### src/rtl/i2c_sl_pkg.sv
package i2c_sl_pkg;

  localparam logic [5:0] OFS_CTRL = 6'h00;
  localparam logic [5:0] OFS_STAT = 6'h08;
  localparam logic [5:0] OFS_IEN  = 6'h10;
  localparam logic [5:0] OFS_OWN  = 6'h1C;
  localparam logic [5:0] OFS_DATA = 6'h24;

  localparam int CB_NACK   = 0;
  localparam int CB_GCEN   = 1;
  localparam int CB_ENA    = 2;
  localparam int CB_BUFSEL = 3;

  localparam int SB_ADDR  = 0;
  localparam int SB_RX    = 1;
  localparam int SB_SENT  = 2;
  localparam int SB_EMPTY = 3;
  localparam int SB_STOP  = 4;
  localparam int SB_TXM   = 5;
  localparam int SB_GC    = 6;

  localparam logic [7:0] STAT_STORE = 8'h5F;

  typedef enum logic [3:0] {
    ST_IDLE, ST_ADDR, ST_AACK_WAIT, ST_AACK_DRV,
    ST_RX, ST_RACK_WAIT, ST_RHOLD, ST_RACK_DRV,
    ST_TX, ST_TACK, ST_IGNORE
  } sl_state_e;

  typedef struct packed {
    logic gc;
    logic stop;
    logic empty;
    logic sent;
    logic rx;
    logic addr;
  } sl_events_t;

  // {accept, general_call}
  function automatic logic [1:0] addr_check(input logic [7:0] frame,
                                            input logic [6:0] own,
                                            input logic       gc_en);
    logic hit, gc;
    hit = (frame[7:1] == own);
    gc  = gc_en && (frame == 8'h00);
    return {hit | gc, gc};
  endfunction

  function automatic logic [7:0] status_next(input logic [7:0] cur,
                                             input logic       wr,
                                             input logic [7:0] wdata,
                                             input logic [7:0] set);
    logic [7:0] kept;
    kept = wr ? (cur & wdata) : cur;
    return (kept | set) & STAT_STORE;
  endfunction

  function automatic logic [7:0] event_vector(input sl_events_t ev);
    logic [7:0] v;
    v = 8'h00;
    v[SB_ADDR]  = ev.addr;
    v[SB_RX]    = ev.rx;
    v[SB_SENT]  = ev.sent;
    v[SB_EMPTY] = ev.empty;
    v[SB_STOP]  = ev.stop;
    v[SB_GC]    = ev.gc;
    return v;
  endfunction

endpackage

### src/rtl/i2c_sl_linesync.sv
module i2c_sl_linesync #(
  parameter int STAGES = 2
) (
  input  logic clk,
  input  logic rst_n,
  input  logic scl_in,
  input  logic sda_in,
  output logic sda_s,
  output logic scl_rise,
  output logic scl_fall,
  output logic start_det,
  output logic stop_det
);
  logic [STAGES-1:0] scl_sh, sda_sh;
  logic scl_d, sda_d, scl_s;

  generate
    if (STAGES == 1) begin : g_one
      always_ff @(posedge clk) begin
        if (!rst_n) begin
          scl_sh <= '1;
          sda_sh <= '1;
        end else begin
          scl_sh <= scl_in;
          sda_sh <= sda_in;
        end
      end
    end else begin : g_many
      always_ff @(posedge clk) begin
        if (!rst_n) begin
          scl_sh <= '1;
          sda_sh <= '1;
        end else begin
          scl_sh <= {scl_sh[STAGES-2:0], scl_in};
          sda_sh <= {sda_sh[STAGES-2:0], sda_in};
        end
      end
    end
  endgenerate

  always_ff @(posedge clk) begin
    if (!rst_n) begin
      scl_d <= 1'b1;
      sda_d <= 1'b1;
    end else begin
      scl_d <= scl_sh[STAGES-1];
      sda_d <= sda_sh[STAGES-1];
    end
  end

  assign scl_s     = scl_sh[STAGES-1];
  assign sda_s     = sda_sh[STAGES-1];
  assign scl_rise  = scl_s & ~scl_d;
  assign scl_fall  = ~scl_s & scl_d;
  assign start_det = scl_s & scl_d & sda_d & ~sda_s;
  assign stop_det  = scl_s & scl_d & ~sda_d & sda_s;
endmodule

### src/rtl/i2c_sl_regs.sv
module i2c_sl_regs
  import i2c_sl_pkg::*;
#(
  parameter int AW = 6
) (
  input  logic          clk,
  input  logic          rst_n,
  input  logic          bus_sel,
  input  logic          bus_wr,
  input  logic [AW-1:0] bus_addr,
  input  logic [7:0]    bus_wdata,
  output logic [7:0]    bus_rdata,
  input  sl_events_t    ev,
  input  logic          tx_mode,
  input  logic [7:0]    rx_byte,
  input  logic          tx_take,
  output logic          ena,
  output logic          gc_en,
  output logic          force_nack,
  output logic [6:0]    own_addr,
  output logic [7:0]    tx_buf,
  output logic          tx_full,
  output logic          rx_read,
  output logic [7:0]    status_rd,
  output logic          irq
);
  logic [3:0] ctrl_q;
  logic [6:0] ien_q;
  logic [6:0] own_q;
  logic [7:0] stat_q;
  logic [7:0] txb_q;
  logic       txf_q;
  logic       wr_ctrl, wr_stat, wr_ien, wr_own, wr_data;

  assign wr_ctrl = bus_sel & bus_wr & (bus_addr == AW'(OFS_CTRL));
  assign wr_stat = bus_sel & bus_wr & (bus_addr == AW'(OFS_STAT));
  assign wr_ien  = bus_sel & bus_wr & (bus_addr == AW'(OFS_IEN));
  assign wr_own  = bus_sel & bus_wr & (bus_addr == AW'(OFS_OWN));
  assign wr_data = bus_sel & bus_wr & (bus_addr == AW'(OFS_DATA));
  assign rx_read = bus_sel & ~bus_wr & (bus_addr == AW'(OFS_DATA));

  always_ff @(posedge clk) begin
    if (!rst_n) begin
      ctrl_q <= '0;
      ien_q  <= '0;
      own_q  <= '0;
      stat_q <= '0;
      txb_q  <= '0;
      txf_q  <= 1'b0;
    end else begin
      if (wr_ctrl) ctrl_q <= bus_wdata[3:0];
      if (wr_ien)  ien_q  <= bus_wdata[6:0];
      if (wr_own)  own_q  <= bus_wdata[6:0];
      stat_q <= status_next(stat_q, wr_stat, bus_wdata, event_vector(ev));
      if (tx_take) txf_q <= 1'b0;
      if (wr_data) begin
        txb_q <= bus_wdata;
        txf_q <= 1'b1;
      end
    end
  end

  always_comb begin
    status_rd         = stat_q;
    status_rd[SB_TXM] = tx_mode;
  end

  always_comb begin
    case (bus_addr)
      AW'(OFS_CTRL): bus_rdata = {4'b0, ctrl_q};
      AW'(OFS_STAT): bus_rdata = status_rd;
      AW'(OFS_IEN):  bus_rdata = {1'b0, ien_q};
      AW'(OFS_OWN):  bus_rdata = {1'b0, own_q};
      AW'(OFS_DATA): bus_rdata = rx_byte;
      default:       bus_rdata = 8'h00;
    endcase
  end

  assign ena        = ctrl_q[CB_ENA];
  assign gc_en      = ctrl_q[CB_GCEN];
  assign force_nack = ctrl_q[CB_NACK];
  assign own_addr   = own_q;
  assign tx_buf     = txb_q;
  assign tx_full    = txf_q;
  assign irq        = |(status_rd & {1'b0, ien_q});
endmodule

### src/rtl/i2c_sl_engine.sv
module i2c_sl_engine
  import i2c_sl_pkg::*;
(
  input  logic       clk,
  input  logic       rst_n,
  input  logic       ena,
  input  logic       gc_en,
  input  logic       force_nack,
  input  logic [6:0] own_addr,
  input  logic [7:0] tx_buf,
  input  logic       tx_full,
  input  logic       rx_read,
  input  logic       sda_s,
  input  logic       scl_rise,
  input  logic       scl_fall,
  input  logic       start_det,
  input  logic       stop_det,
  output sl_events_t ev,
  output logic       tx_mode,
  output logic [7:0] rx_byte,
  output logic       tx_take,
  output logic       sda_low,
  output logic       scl_low,
  output logic       addressed
);
  sl_state_e  state_q;
  sl_events_t ev_q;
  logic [2:0] cnt_q;
  logic [7:0] sh_q, rxb_q;
  logic       txm_q, addr_q, unread_q, nack_q, loaded_q, ackok_q, hold_q, take_q;
  logic [7:0] frame_c;
  logic [1:0] chk_c;
  logic       stretch_c;

  assign frame_c   = {sh_q[6:0], sda_s};
  assign chk_c     = addr_check(frame_c, own_addr, gc_en);
  assign stretch_c = (state_q == ST_RHOLD) | ((state_q == ST_TX) & ~loaded_q);

  always_ff @(posedge clk) begin
    if (!rst_n) begin
      state_q  <= ST_IDLE;
      ev_q     <= '0;
      cnt_q    <= '0;
      sh_q     <= '0;
      rxb_q    <= '0;
      txm_q    <= 1'b0;
      addr_q   <= 1'b0;
      unread_q <= 1'b0;
      nack_q   <= 1'b0;
      loaded_q <= 1'b0;
      ackok_q  <= 1'b0;
      hold_q   <= 1'b0;
      take_q   <= 1'b0;
    end else begin
      ev_q   <= '0;
      take_q <= 1'b0;
      hold_q <= stretch_c;
      if (rx_read) unread_q <= 1'b0;
      if (!ena) begin
        state_q <= ST_IDLE;
        addr_q  <= 1'b0;
        txm_q   <= 1'b0;
      end else if (stop_det) begin
        if (addr_q) ev_q.stop <= 1'b1;
        state_q <= ST_IDLE;
        addr_q  <= 1'b0;
        txm_q   <= 1'b0;
      end else if (start_det) begin
        state_q <= ST_ADDR;
        cnt_q   <= '0;
      end else begin
        case (state_q)
          ST_ADDR: if (scl_rise) begin
            sh_q <= frame_c;
            if (cnt_q == 3'd7) begin
              if (chk_c[1]) begin
                ev_q.addr <= 1'b1;
                ev_q.gc   <= chk_c[0];
                txm_q     <= frame_c[0];
                addr_q    <= 1'b1;
                state_q   <= ST_AACK_WAIT;
              end else begin
                addr_q  <= 1'b0;
                state_q <= ST_IGNORE;
              end
            end else begin
              cnt_q <= cnt_q + 3'd1;
            end
          end
          ST_AACK_WAIT: if (scl_fall) state_q <= ST_AACK_DRV;
          ST_AACK_DRV: if (scl_fall) begin
            cnt_q <= '0;
            if (txm_q) begin
              state_q    <= ST_TX;
              loaded_q   <= 1'b0;
              ev_q.empty <= 1'b1;
            end else begin
              state_q <= ST_RX;
            end
          end
          ST_RX: if (scl_rise) begin
            sh_q <= frame_c;
            if (cnt_q == 3'd7) begin
              rxb_q    <= frame_c;
              ev_q.rx  <= 1'b1;
              unread_q <= 1'b1;
              state_q  <= ST_RACK_WAIT;
            end else begin
              cnt_q <= cnt_q + 3'd1;
            end
          end
          ST_RACK_WAIT: if (scl_fall) state_q <= ST_RHOLD;
          ST_RHOLD: if (!unread_q) begin
            nack_q  <= force_nack;
            state_q <= ST_RACK_DRV;
          end
          ST_RACK_DRV: if (scl_fall) begin
            cnt_q   <= '0;
            state_q <= nack_q ? ST_IGNORE : ST_RX;
          end
          ST_TX: begin
            if (!loaded_q) begin
              if (tx_full) begin
                sh_q     <= tx_buf;
                loaded_q <= 1'b1;
                take_q   <= 1'b1;
              end
            end else if (scl_fall) begin
              if (cnt_q == 3'd7) begin
                state_q <= ST_TACK;
              end else begin
                sh_q  <= {sh_q[6:0], 1'b0};
                cnt_q <= cnt_q + 3'd1;
              end
            end
          end
          ST_TACK: begin
            if (scl_rise) begin
              ackok_q   <= ~sda_s;
              ev_q.sent <= 1'b1;
            end else if (scl_fall) begin
              cnt_q <= '0;
              if (ackok_q) begin
                state_q    <= ST_TX;
                loaded_q   <= 1'b0;
                ev_q.empty <= 1'b1;
              end else begin
                state_q <= ST_IGNORE;
              end
            end
          end
          default: ;
        endcase
      end
    end
  end

  assign ev        = ev_q;
  assign tx_mode   = txm_q;
  assign rx_byte   = rxb_q;
  assign tx_take   = take_q;
  assign addressed = addr_q;
  assign scl_low   = stretch_c | hold_q;
  assign sda_low   = (state_q == ST_AACK_DRV)
                   | ((state_q == ST_RACK_DRV) & ~nack_q)
                   | ((state_q == ST_TX) & loaded_q & ~sh_q[7]);
endmodule

### src/rtl/i2c_sl_responder.sv
module i2c_sl_responder
  import i2c_sl_pkg::*;
#(
  parameter int BUS_AW      = 6,
  parameter int SYNC_STAGES = 2
) (
  input  logic              clk,
  input  logic              rst_n,
  input  logic              bus_sel,
  input  logic              bus_wr,
  input  logic [BUS_AW-1:0] bus_addr,
  input  logic [7:0]        bus_wdata,
  output logic [7:0]        bus_rdata,
  input  logic              scl_in,
  input  logic              sda_in,
  output logic              scl_low_o,
  output logic              sda_low_o,
  output logic              irq_o
);
  sl_events_t ev_w;
  logic       sda_s_w, scl_rise_w, scl_fall_w, start_w, stop_w;
  logic       ena_w, gc_en_w, fnack_w, tx_full_w, rx_read_w, tx_take_w;
  logic       tx_mode_w, addressed_w;
  logic [6:0] own_w;
  logic [7:0] tx_buf_w, rx_byte_w, status_w;

  i2c_sl_linesync #(.STAGES(SYNC_STAGES)) u_sync (
    .clk(clk), .rst_n(rst_n), .scl_in(scl_in), .sda_in(sda_in),
    .sda_s(sda_s_w), .scl_rise(scl_rise_w), .scl_fall(scl_fall_w),
    .start_det(start_w), .stop_det(stop_w)
  );

  i2c_sl_regs #(.AW(BUS_AW)) u_regs (
    .clk(clk), .rst_n(rst_n), .bus_sel(bus_sel), .bus_wr(bus_wr),
    .bus_addr(bus_addr), .bus_wdata(bus_wdata), .bus_rdata(bus_rdata),
    .ev(ev_w), .tx_mode(tx_mode_w), .rx_byte(rx_byte_w), .tx_take(tx_take_w),
    .ena(ena_w), .gc_en(gc_en_w), .force_nack(fnack_w), .own_addr(own_w),
    .tx_buf(tx_buf_w), .tx_full(tx_full_w), .rx_read(rx_read_w),
    .status_rd(status_w), .irq(irq_o)
  );

  i2c_sl_engine u_eng (
    .clk(clk), .rst_n(rst_n), .ena(ena_w), .gc_en(gc_en_w),
    .force_nack(fnack_w), .own_addr(own_w), .tx_buf(tx_buf_w),
    .tx_full(tx_full_w), .rx_read(rx_read_w), .sda_s(sda_s_w),
    .scl_rise(scl_rise_w), .scl_fall(scl_fall_w), .start_det(start_w),
    .stop_det(stop_w), .ev(ev_w), .tx_mode(tx_mode_w), .rx_byte(rx_byte_w),
    .tx_take(tx_take_w), .sda_low(sda_low_o), .scl_low(scl_low_o),
    .addressed(addressed_w)
  );
endmodule

### config.mk
export PLATFORM = sky130hd
export DESIGN_NAME = i2c_sl_responder
export DESIGN_NICKNAME = d
export VERILOG_FILES = /design/src/rtl/i2c_sl_pkg.sv /design/src/rtl/i2c_sl_linesync.sv /design/src/rtl/i2c_sl_regs.sv /design/src/rtl/i2c_sl_engine.sv /design/src/rtl/i2c_sl_responder.sv
export SDC_FILE = /design/constraint.sdc
export NUM_CORES = 1
export LEC_CHECK = 0
export BUFFER_PORTS_ARGS = -buffer_cell sky130_fd_sc_hd__buf_2
export CAP_MARGIN = 0
export CORE_MARGIN = 2
export CORE_UTILIZATION = 60
export CTS_CLUSTER_DIAMETER = 150
export CTS_CLUSTER_SIZE = 24
export DETAILED_ROUTE_END_ITERATION = 12
export GPL_TIMING_DRIVEN = 1
export HOLD_SLACK_MARGIN = 0.02
export PLACE_DENSITY = 0.84
export SYNTH_ARGS = -nofsm -noshare
export SYNTH_HDL_FRONTEND = slang
export SYNTH_HIERARCHICAL = 1
export SYNTH_SLANG_ARGS = --single-unit
### constraint.sdc
create_clock -name clk -period 2.85 [get_ports clk]
set_input_delay 0.57 -clock clk [delete_from_list [all_inputs] [get_ports clk]]
set_output_delay 0.57 -clock clk [all_outputs]
set_load 0.01 [all_outputs]
Word-level counts from Yosys, hierarchy flattened
Index checks and enable logic that the tools add are counted.
{"block": "totals", "regBits": 76, "latchBits": 0, "mem_bits_rw": 0, "mem_bits_ro": 0, "in_bits": 20, "output_inout_bits": 11, "word_cells": 220, "mem_count": 0}
{"block": "classes", "addsub": 1, "mul": 0, "div": 0, "n_lt_le_gt_ge": 0, "eq_ne": 50, "shift": 0, "mux": 63, "bitwise_logic": 47, "reduce_logical": 30}
{"operator": "$mux 4", "count": 17}
{"operator": "$mux 8", "count": 5}
{"operator": "$pmux 8 s5", "count": 1}
{"operator": "$ne 3x3->1 const B", "count": 12}
{"operator": "$pmux 4 s9", "count": 1}
{"operator": "$reduce_and 15->1", "count": 2}
{"operator": "$mux 1", "count": 26}
{"operator": "$mux 3", "count": 7}
{"operator": "$ne 2x2->1 const B", "count": 10}
{"operator": "$not 1->1", "count": 20}
{"operator": "$and 1x1->1", "count": 19}
{"operator": "$eq 4x3->1 const B", "count": 4}
{"operator": "$pmux 8 s2", "count": 1}
{"operator": "$reduce_or 8->1", "count": 2}
{"operator": "$ne 3x2->1 const B", "count": 5}
{"operator": "$reduce_and 5->1", "count": 3}
{"operator": "$and 7x7->7", "count": 2}
{"operator": "$ne 2x1->1 const B", "count": 7}
{"operator": "$eq 6x5->1 const B", "count": 2}
{"operator": "$pmux 3 s4", "count": 1}
{"operator": "$reduce_or 6->1", "count": 2}
{"operator": "$reduce_bool 10->1", "count": 1}
{"operator": "$reduce_and 9->1", "count": 1}
{"operator": "$reduce_bool 9->1", "count": 1}
{"operator": "other kinds (31)", "count": 39}

Logic depth before layout (Yosys ltp)
Gate-level depths: netlist of the first run.
{"block": "depth", "word_depth": 10, "ltp_mapped": 7, "ltp_nobuf": 7}

Modules after synthesis
The synthesis of the first run kept the hierarchy.
{"module": "i2c_sl_engine", "n_inst": 1, "cells_per_inst": 236, "area_per_inst_um2": 2049.5, "seq_area_each_um2": 740.7}
{"module": "i2c_sl_regs", "n_inst": 1, "cells_per_inst": 184, "area_per_inst_um2": 1634.1, "seq_area_each_um2": 660.6}
{"module": "i2c_sl_linesync", "n_inst": 1, "cells_per_inst": 16, "area_per_inst_um2": 190.2, "seq_area_each_um2": 120.1}

Worst setup path before layout of the first run
Ideal clock, no wire load.
{"block": "synth_path", "path_kind": "input to output", "startpoint": "in bus_addr[1]", "endpoint": "out bus_rdata[0]", "arrival_time_ps": 1455, "t_required_ps": 2280, "slack_ps": 825, "stages": 4, "path_buffers": 1, "cell_sequence": "nor4b_4 buf_2 nand3_1 nand4_1"}
{"block": "synth_via", "elab_chain_cells": 2, "elab_cells_between_ends": 6, "cone_classes": "4 x eq/ne; 1 x mux; 1 x reduce/logical"}
{"element": "start, declared", "line_no": "i2c_sl_responder.sv:11", "rtl": "input logic [BUS_AW-1:0] bus_addr,"}
{"element": "$eq 6x6->1 (tied with other cells)", "line_no": "i2c_sl_regs.sv:69", "rtl": "case (bus_addr)"}
{"element": "$pmux 8 s5 (*)", "line_no": "i2c_sl_regs.sv:69"}
{"element": "end, declared", "line_no": "i2c_sl_responder.sv:13", "rtl": "output logic [7:0] bus_rdata,"}
Every way passes the cells marked *; elsewhere a longest branch is shown, timed or not.

Worst setup path in the final report of the first run
{"block": "layout_path", "startpoint": "reg u_eng.state_q[2]", "endpoint": "out scl_low_o"}
{"block": "layout_via", "elab_chain_cells": 4, "elab_cells_between_ends": 5, "cone_classes": "2 x eq/ne; 3 x bitwise"}
{"element": "start, declared", "line_no": "i2c_sl_engine.sv:26", "rtl": "sl_state_e state_q;"}
{"element": "start signal, assigned", "line_no": "i2c_sl_engine.sv:119", "rtl": "state_q <= nack_q ? ST_IGNORE : ST_RX;"}
{"element": "$eq 4x4->1", "line_no": "i2c_sl_engine.sv:37", "rtl": "assign stretch_c = (state_q == ST_RHOLD) | ((state_q == ST_TX) & ~loaded_q);"}
{"element": "$and 1x1->1", "line_no": "i2c_sl_engine.sv:37"}
{"element": "$or 1x1->1 (*)", "line_no": "i2c_sl_engine.sv:37"}
{"element": "$or 1x1->1 (*)", "line_no": "i2c_sl_engine.sv:163", "rtl": "assign scl_low = stretch_c | hold_q;"}
{"element": "end, declared", "line_no": "i2c_sl_responder.sv:16", "rtl": "output logic scl_low_o,"}
Marks and branches as above.

==> results of run 1 <==
[worst paths after layout]
kind                         start               end  slack (ns)
setup / recovery  u_eng/state_q[2]         scl_low_o        0.06
hold / removal              scl_in  u_sync/scl_sh[0]        0.41
setup reg to reg  u_sync/sda_sh[1]  u_eng/rx_byte[0]        0.42
hold reg to reg   u_sync/scl_sh[0]  u_sync/scl_sh[1]        0.41
[power groups by stage]
stage               Sequential [uW]  Clock (uW)  Combinational (uW)
finish                         1070         738                89.4
global route                   1070         793                97.3
CTS                            1070         744                87.7
detailed placement             1090           0                87.0
global placement               1090           0                86.1
floorplan                      1090           0                48.6
[state kept, by name, indices dropped and copies added (netlist names), 2 cells and up]
name and count:
u_regs/tx_buf 8, u_eng/rx_byte 8, u_regs/own_addr 7, u_regs/stat_q 6
u_eng/cnt_q 3, u_regs/ctrl_q 4, u_eng/state_q 4, u_sync/scl_sh 2
u_eng/ev 6, u_eng/sh_q 8, u_regs/ien_q 7, u_sync/sda_sh 2
[worst max-delay path, delay by kind of cell, from the launching register on]
| kind | cells | cell delay, ns |
|---|---|---|
| flops | 1 | 0.40 |
| compound gates | 1 | 0.13 |
| simple gates | 3 | 1.24 |
| buf+inv | 1 | 0.11 |
[routing by layer]
| layer | GRT usage, % | part of all wire, % | wire, microns |
|---|---|---|---|
| met5 | 0 | 0 | 0 |
| met4 | 8.211 | 1.5 | 150 |
| met3 | 5.113 | 7.6 | 734 |
| met2 | 41.70 | 45 | 4343 |
| met1 | 41.61 | 46 | 4489 |
[final cells by class]
class / count / area share (%)
tap: 77 / 2.270
sequential: 76 / 35.85
multi-input combinational: 323 / 51.21
timing repair buffer: 41 / 5.483
clock inverter: 3 / 0.5601
clock buffer: 11 / 3.567
inverter: 12 / 1.061
[stage by stage]
stage / area [sq um] / util (%)
after floorplan: 3855 / -
after global placement: 4069 / 64.82
after detailed placement: 4069 / 64.82
after CTS: 4244 / 67.61
after global routing: 4244 / 67.61
final: 4244 / 67.61
==> flow_summary.ini, run 1 <==
[global_route]
grt_overflow = 0
grt_use_total_pct = 28.04
grt_pass1_wl_mm = 15.84
antenna_found_initial = 0
grt_max_degree = 45
first_global_vias = 3124

[power]
finalPower_uw = 1896
p_seq_share_pct = 56.3
vdd_drop_max_mv = 0.3832
combinationalPowerShare_pct = 4.7
cell_internal_pwr_uw = 1449
p_leak_uw = 0.001846
powerDensity_mw_per_mm2 = 446.7
clkPwrFrac_pct = 38.9
switching_power_uw = 446.7
swShare_pct = 23.56

[finish]
area_growth_pct = 10.09
final_cell_mix = 76 x dfxtp_1, 53 x nand2_1, 46 x mux2i_1, 37 x nor2_1, 30 x buf_2
seq_area_sq_mm = 0.001521
multi_input_area_sq_mm = 0.002173
antenna_cells = 0
layout_commonest_cell = dfxtp_1
layout.nets = 485
fin_cells = 543
n_fill_cell = 523
drive_gt1_share_pct = 17.81

[synth]
yosysWarnings = 6
synth_cells = 433
syn_area_sq_mm = 0.003855
syn_avg_cell_area_sq_um = 8.903
syn_nets = 455

[floorplan]
die_area_sq_mm = 0.007082
io_pins = 31
initial_core_util_pct = 61.41
die_w_microns = 84.16
core_sq_mm = 0.006277
rows = 29
die_y_microns = 84.16

[timing]
skew_ns = 0.007973
finalHoldViolCount = 0
setup-tns-final_ns = 0
final-setup-viol-count = 0
fin_crit_ns = 2.790
slew_headroom_pct = 33.82
holdWs_ns = 0.4065
slew_viol_final = 0
tightest_slew_ns = 0.9906
fmaxAchievable_mhz = 358.4
worst_slack_ns = 0.05975
rsz0062_at_grt = false
period_share_pct = 97.90

[setup_path]
slowest_stage = nor3b_1
critPathCaptureType = output pin
critPathRequiredTime_ns = 2.28
worstPathMaxFanout = 9
crit_path_start_kind = flip-flop
crit_type = reg -> out
arrival_ns = 2.22
r2r_cells = 6
crit_path_max_incr_delay_ns = 0.83
worstPathCellList = nor3b_1, or2b_1, a21oi_1, or2_2, buf_2

[clocking]
cts_root_buf = clkbuf_8
numCtsBuffers = 9
clock_path_buffers = 2
clock_latency_ns = 0.34
postCtsSetupRepairBufs = 0
htreeDepth = 3
ctsHoldBuffers = 0
cts_tree = built
clkTransAtPathRegs_ns = 0.08
cts-resized-gates = 0
clock_sinks = 76

[flow_run]
drv_cap = 0

[placed_design]
pre_cts_slack_ns = 0.4588
gp_congestion = 1.023
io_buffers = 30
dp_hpwl_mm = 6.890
dp.cells = 529

[route]
wl_mm = 9.717
final_antenna_net_count = 0
drc_errors = 0
drtIter0Drc = 448
drtPass1Iterations = 7
wire_per_inst_microns = 17.90
vias = 3395
vias_per_cell = 6.252

[outcome]
status = completed

[hold_path]
holdPathStages = 2
hold_class = in -> reg
No activity file was read; power rests on OpenSTA's default activity.
==> run 2, diff against run 1 <==
--- a/config.mk
+++ b/config.mk
@@ -7,7 +7,6 @@
 export LEC_CHECK = 0
 export BUFFER_PORTS_ARGS = -buffer_cell sky130_fd_sc_hd__buf_2
 export CAP_MARGIN = 0
-export CORE_MARGIN = 2
 export CORE_UTILIZATION = 60
 export CTS_CLUSTER_DIAMETER = 150
 export CTS_CLUSTER_SIZE = 24
==> run 2 against run 1 <==
Core utilization is 3.1 points higher. Global-route usage up 3.5 points. Combinational power increased by 2.3%. Non-clock buffer count increased by 1. Flip-flop and latch count unchanged. Cell count up 0.18%. Sequential share of layout area shrank 0.32 points. Maximum frequency grew 5.5%. Die area down 4.7%.
==> flow_summary.ini, run 2 (synthesized netlist as in run 1, its figures left out) <==
[floorplan]
die_y_microns = 82.16
initial_core_util_pct = 63.60
core_sq_mm = 0.006061
io_pins = 31
die_area_sq_mm = 0.006749
die_w_microns = 82.16
rows = 28

[placed_design]
pre_cts_slack_ns = 0.5190
placed_area_sq_mm = 0.004074
io_buffers = 30
dp_hpwl_mm = 7.106
gp_congestion = 0.9807

[global_route]
grt_use_total_pct = 31.57
grt_pass1_wl_mm = 15.58
grt_overflow = 0
first_global_vias = 3167
antenna_found_initial = 0
grt_max_degree = 26

[timing]
rsz0062_at_grt = false
fmaxAchievable_mhz = 378.0
fin_crit_ns = 2.645
setup-tns-final_ns = 0
slew_headroom_pct = 49.88
worst_slack_ns = 0.2045
slew_viol_final = 0
tightest_slew_ns = 0.7451
finalHoldViolCount = 0
period_share_pct = 92.82
skew_ns = 0.009490
final-setup-viol-count = 0

[flow_run]
drv_cap = 0

[setup_path]
crit_path_start_kind = flip-flop
arrival_ns = 2.08
worstPathMaxFanout = 17
critPathRequiredTime_ns = 2.28
critPathCaptureType = output pin
worstPathCellList = nor3b_1, or2b_1, a21oi_1, or2_2, buf_2
crit_path_max_incr_delay_ns = 0.65
worst-path-buf-inv = 1
crit_type = reg -> out
critPathTopFamily = simple AND/OR/NAND/NOR gates
slowest_stage = dfxtp_1

[finish]
antenna_cells = 0
layout.nets = 486
seq_area_sq_mm = 0.001521
drive_gt1_share_pct = 18.34
n_fill_cell = 486
layout_commonest_cell = dfxtp_1
design_area_sq_mm = 0.004283
area_growth_pct = 11.10
final_core_util_pct = 70.66
multi_input_area_sq_mm = 0.002173
final_cell_mix = 76 x dfxtp_1, 53 x nand2_1, 46 x mux2i_1, 37 x nor2_1, 30 x buf_2

[power]
vdd_drop_max_mv = 0.3494
p_leak_uw = 0.001866
powerDensity_mw_per_mm2 = 468.4

[hold_path]
hold_class = in -> reg

[route]
vias = 3415
drc_errors = 0
wl_mm = 9.830
vias_per_cell = 6.278
final_antenna_net_count = 0
wire_per_inst_microns = 18.07
drtIter0Drc = 415
drtPass1Iterations = 5

[clocking]
htreeDepth = 3
ctsHoldBuffers = 0
cts_tree = built
clkTransAtPathRegs_ns = 0.08
clock_path_buffers = 2
numCtsBuffers = 9
clock_latency_ns = 0.35
clock_sinks = 76
cts-resized-gates = 0
cts_root_buf = clkbuf_8
postCtsSetupRepairBufs = 0

[outcome]
status = completed
## run 2: changes by cell type in the layout (fill, tap and decap cells not counted)
cell,delta
bufinv_16,+1
buf_4,+1
clkbuf_8,-1
clkinv_4,+1
inv_6,+1
## run 2: layer usage
layer	track usage (%)	part of all wire, %
met1	42.11	45
met2	47.93	45
met3	9.780	8.8
met4	11.23	1.5
met5	0	0
## run 2: cell type report
cell class,count,area share (%)
Clock buffer,10,3.214
Clock inverter,6,1.665
Inverter,12,1.052
Multi-Input combinational cell,323,50.74
Sequential cell,76,35.52
Tap cell,75,2.191
Timing Repair Buffer,42,5.609
## run 2: per-stage QoR
| stage | cells | power (uW) | hold slack, ns |
|---|---|---|---|
| 2_1_floorplan | 433 | 1141 | 0.3863 |
| 3_3_place_gp | 528 | 1180 | 0.3898 |
| 3_5_place_dp | 528 | 1182 | 0.3925 |
| 4_1_cts | 544 | 2013 | 0.3840 |
| 5_1_grt | 544 | 2067 | 0.3953 |
| 6_report | 544 | 2006 | 0.3937 |
## run 2: final timing paths
check,startpoint,end,slack (ns),cells past startpoint
setup reg to reg,u_sync/sda_sh[1],u_eng/rx_byte[7],0.50,6
setup / recovery,u_eng/state_q[3],scl_low_o,0.20,5
hold reg to reg,u_sync/scl_sh[0],u_sync/scl_sh[1],0.42,1
hold / removal,scl_in,u_sync/scl_sh[0],0.39,2
## run 2: power by group
part	switching [uW]	internal (uW)	leakage [uW]
Sequential	3.23	1070	0.000613
Combinational	62.4	29.1	0.00115
Clock	412	434	0.0000991
Total	478	1530	0.00187
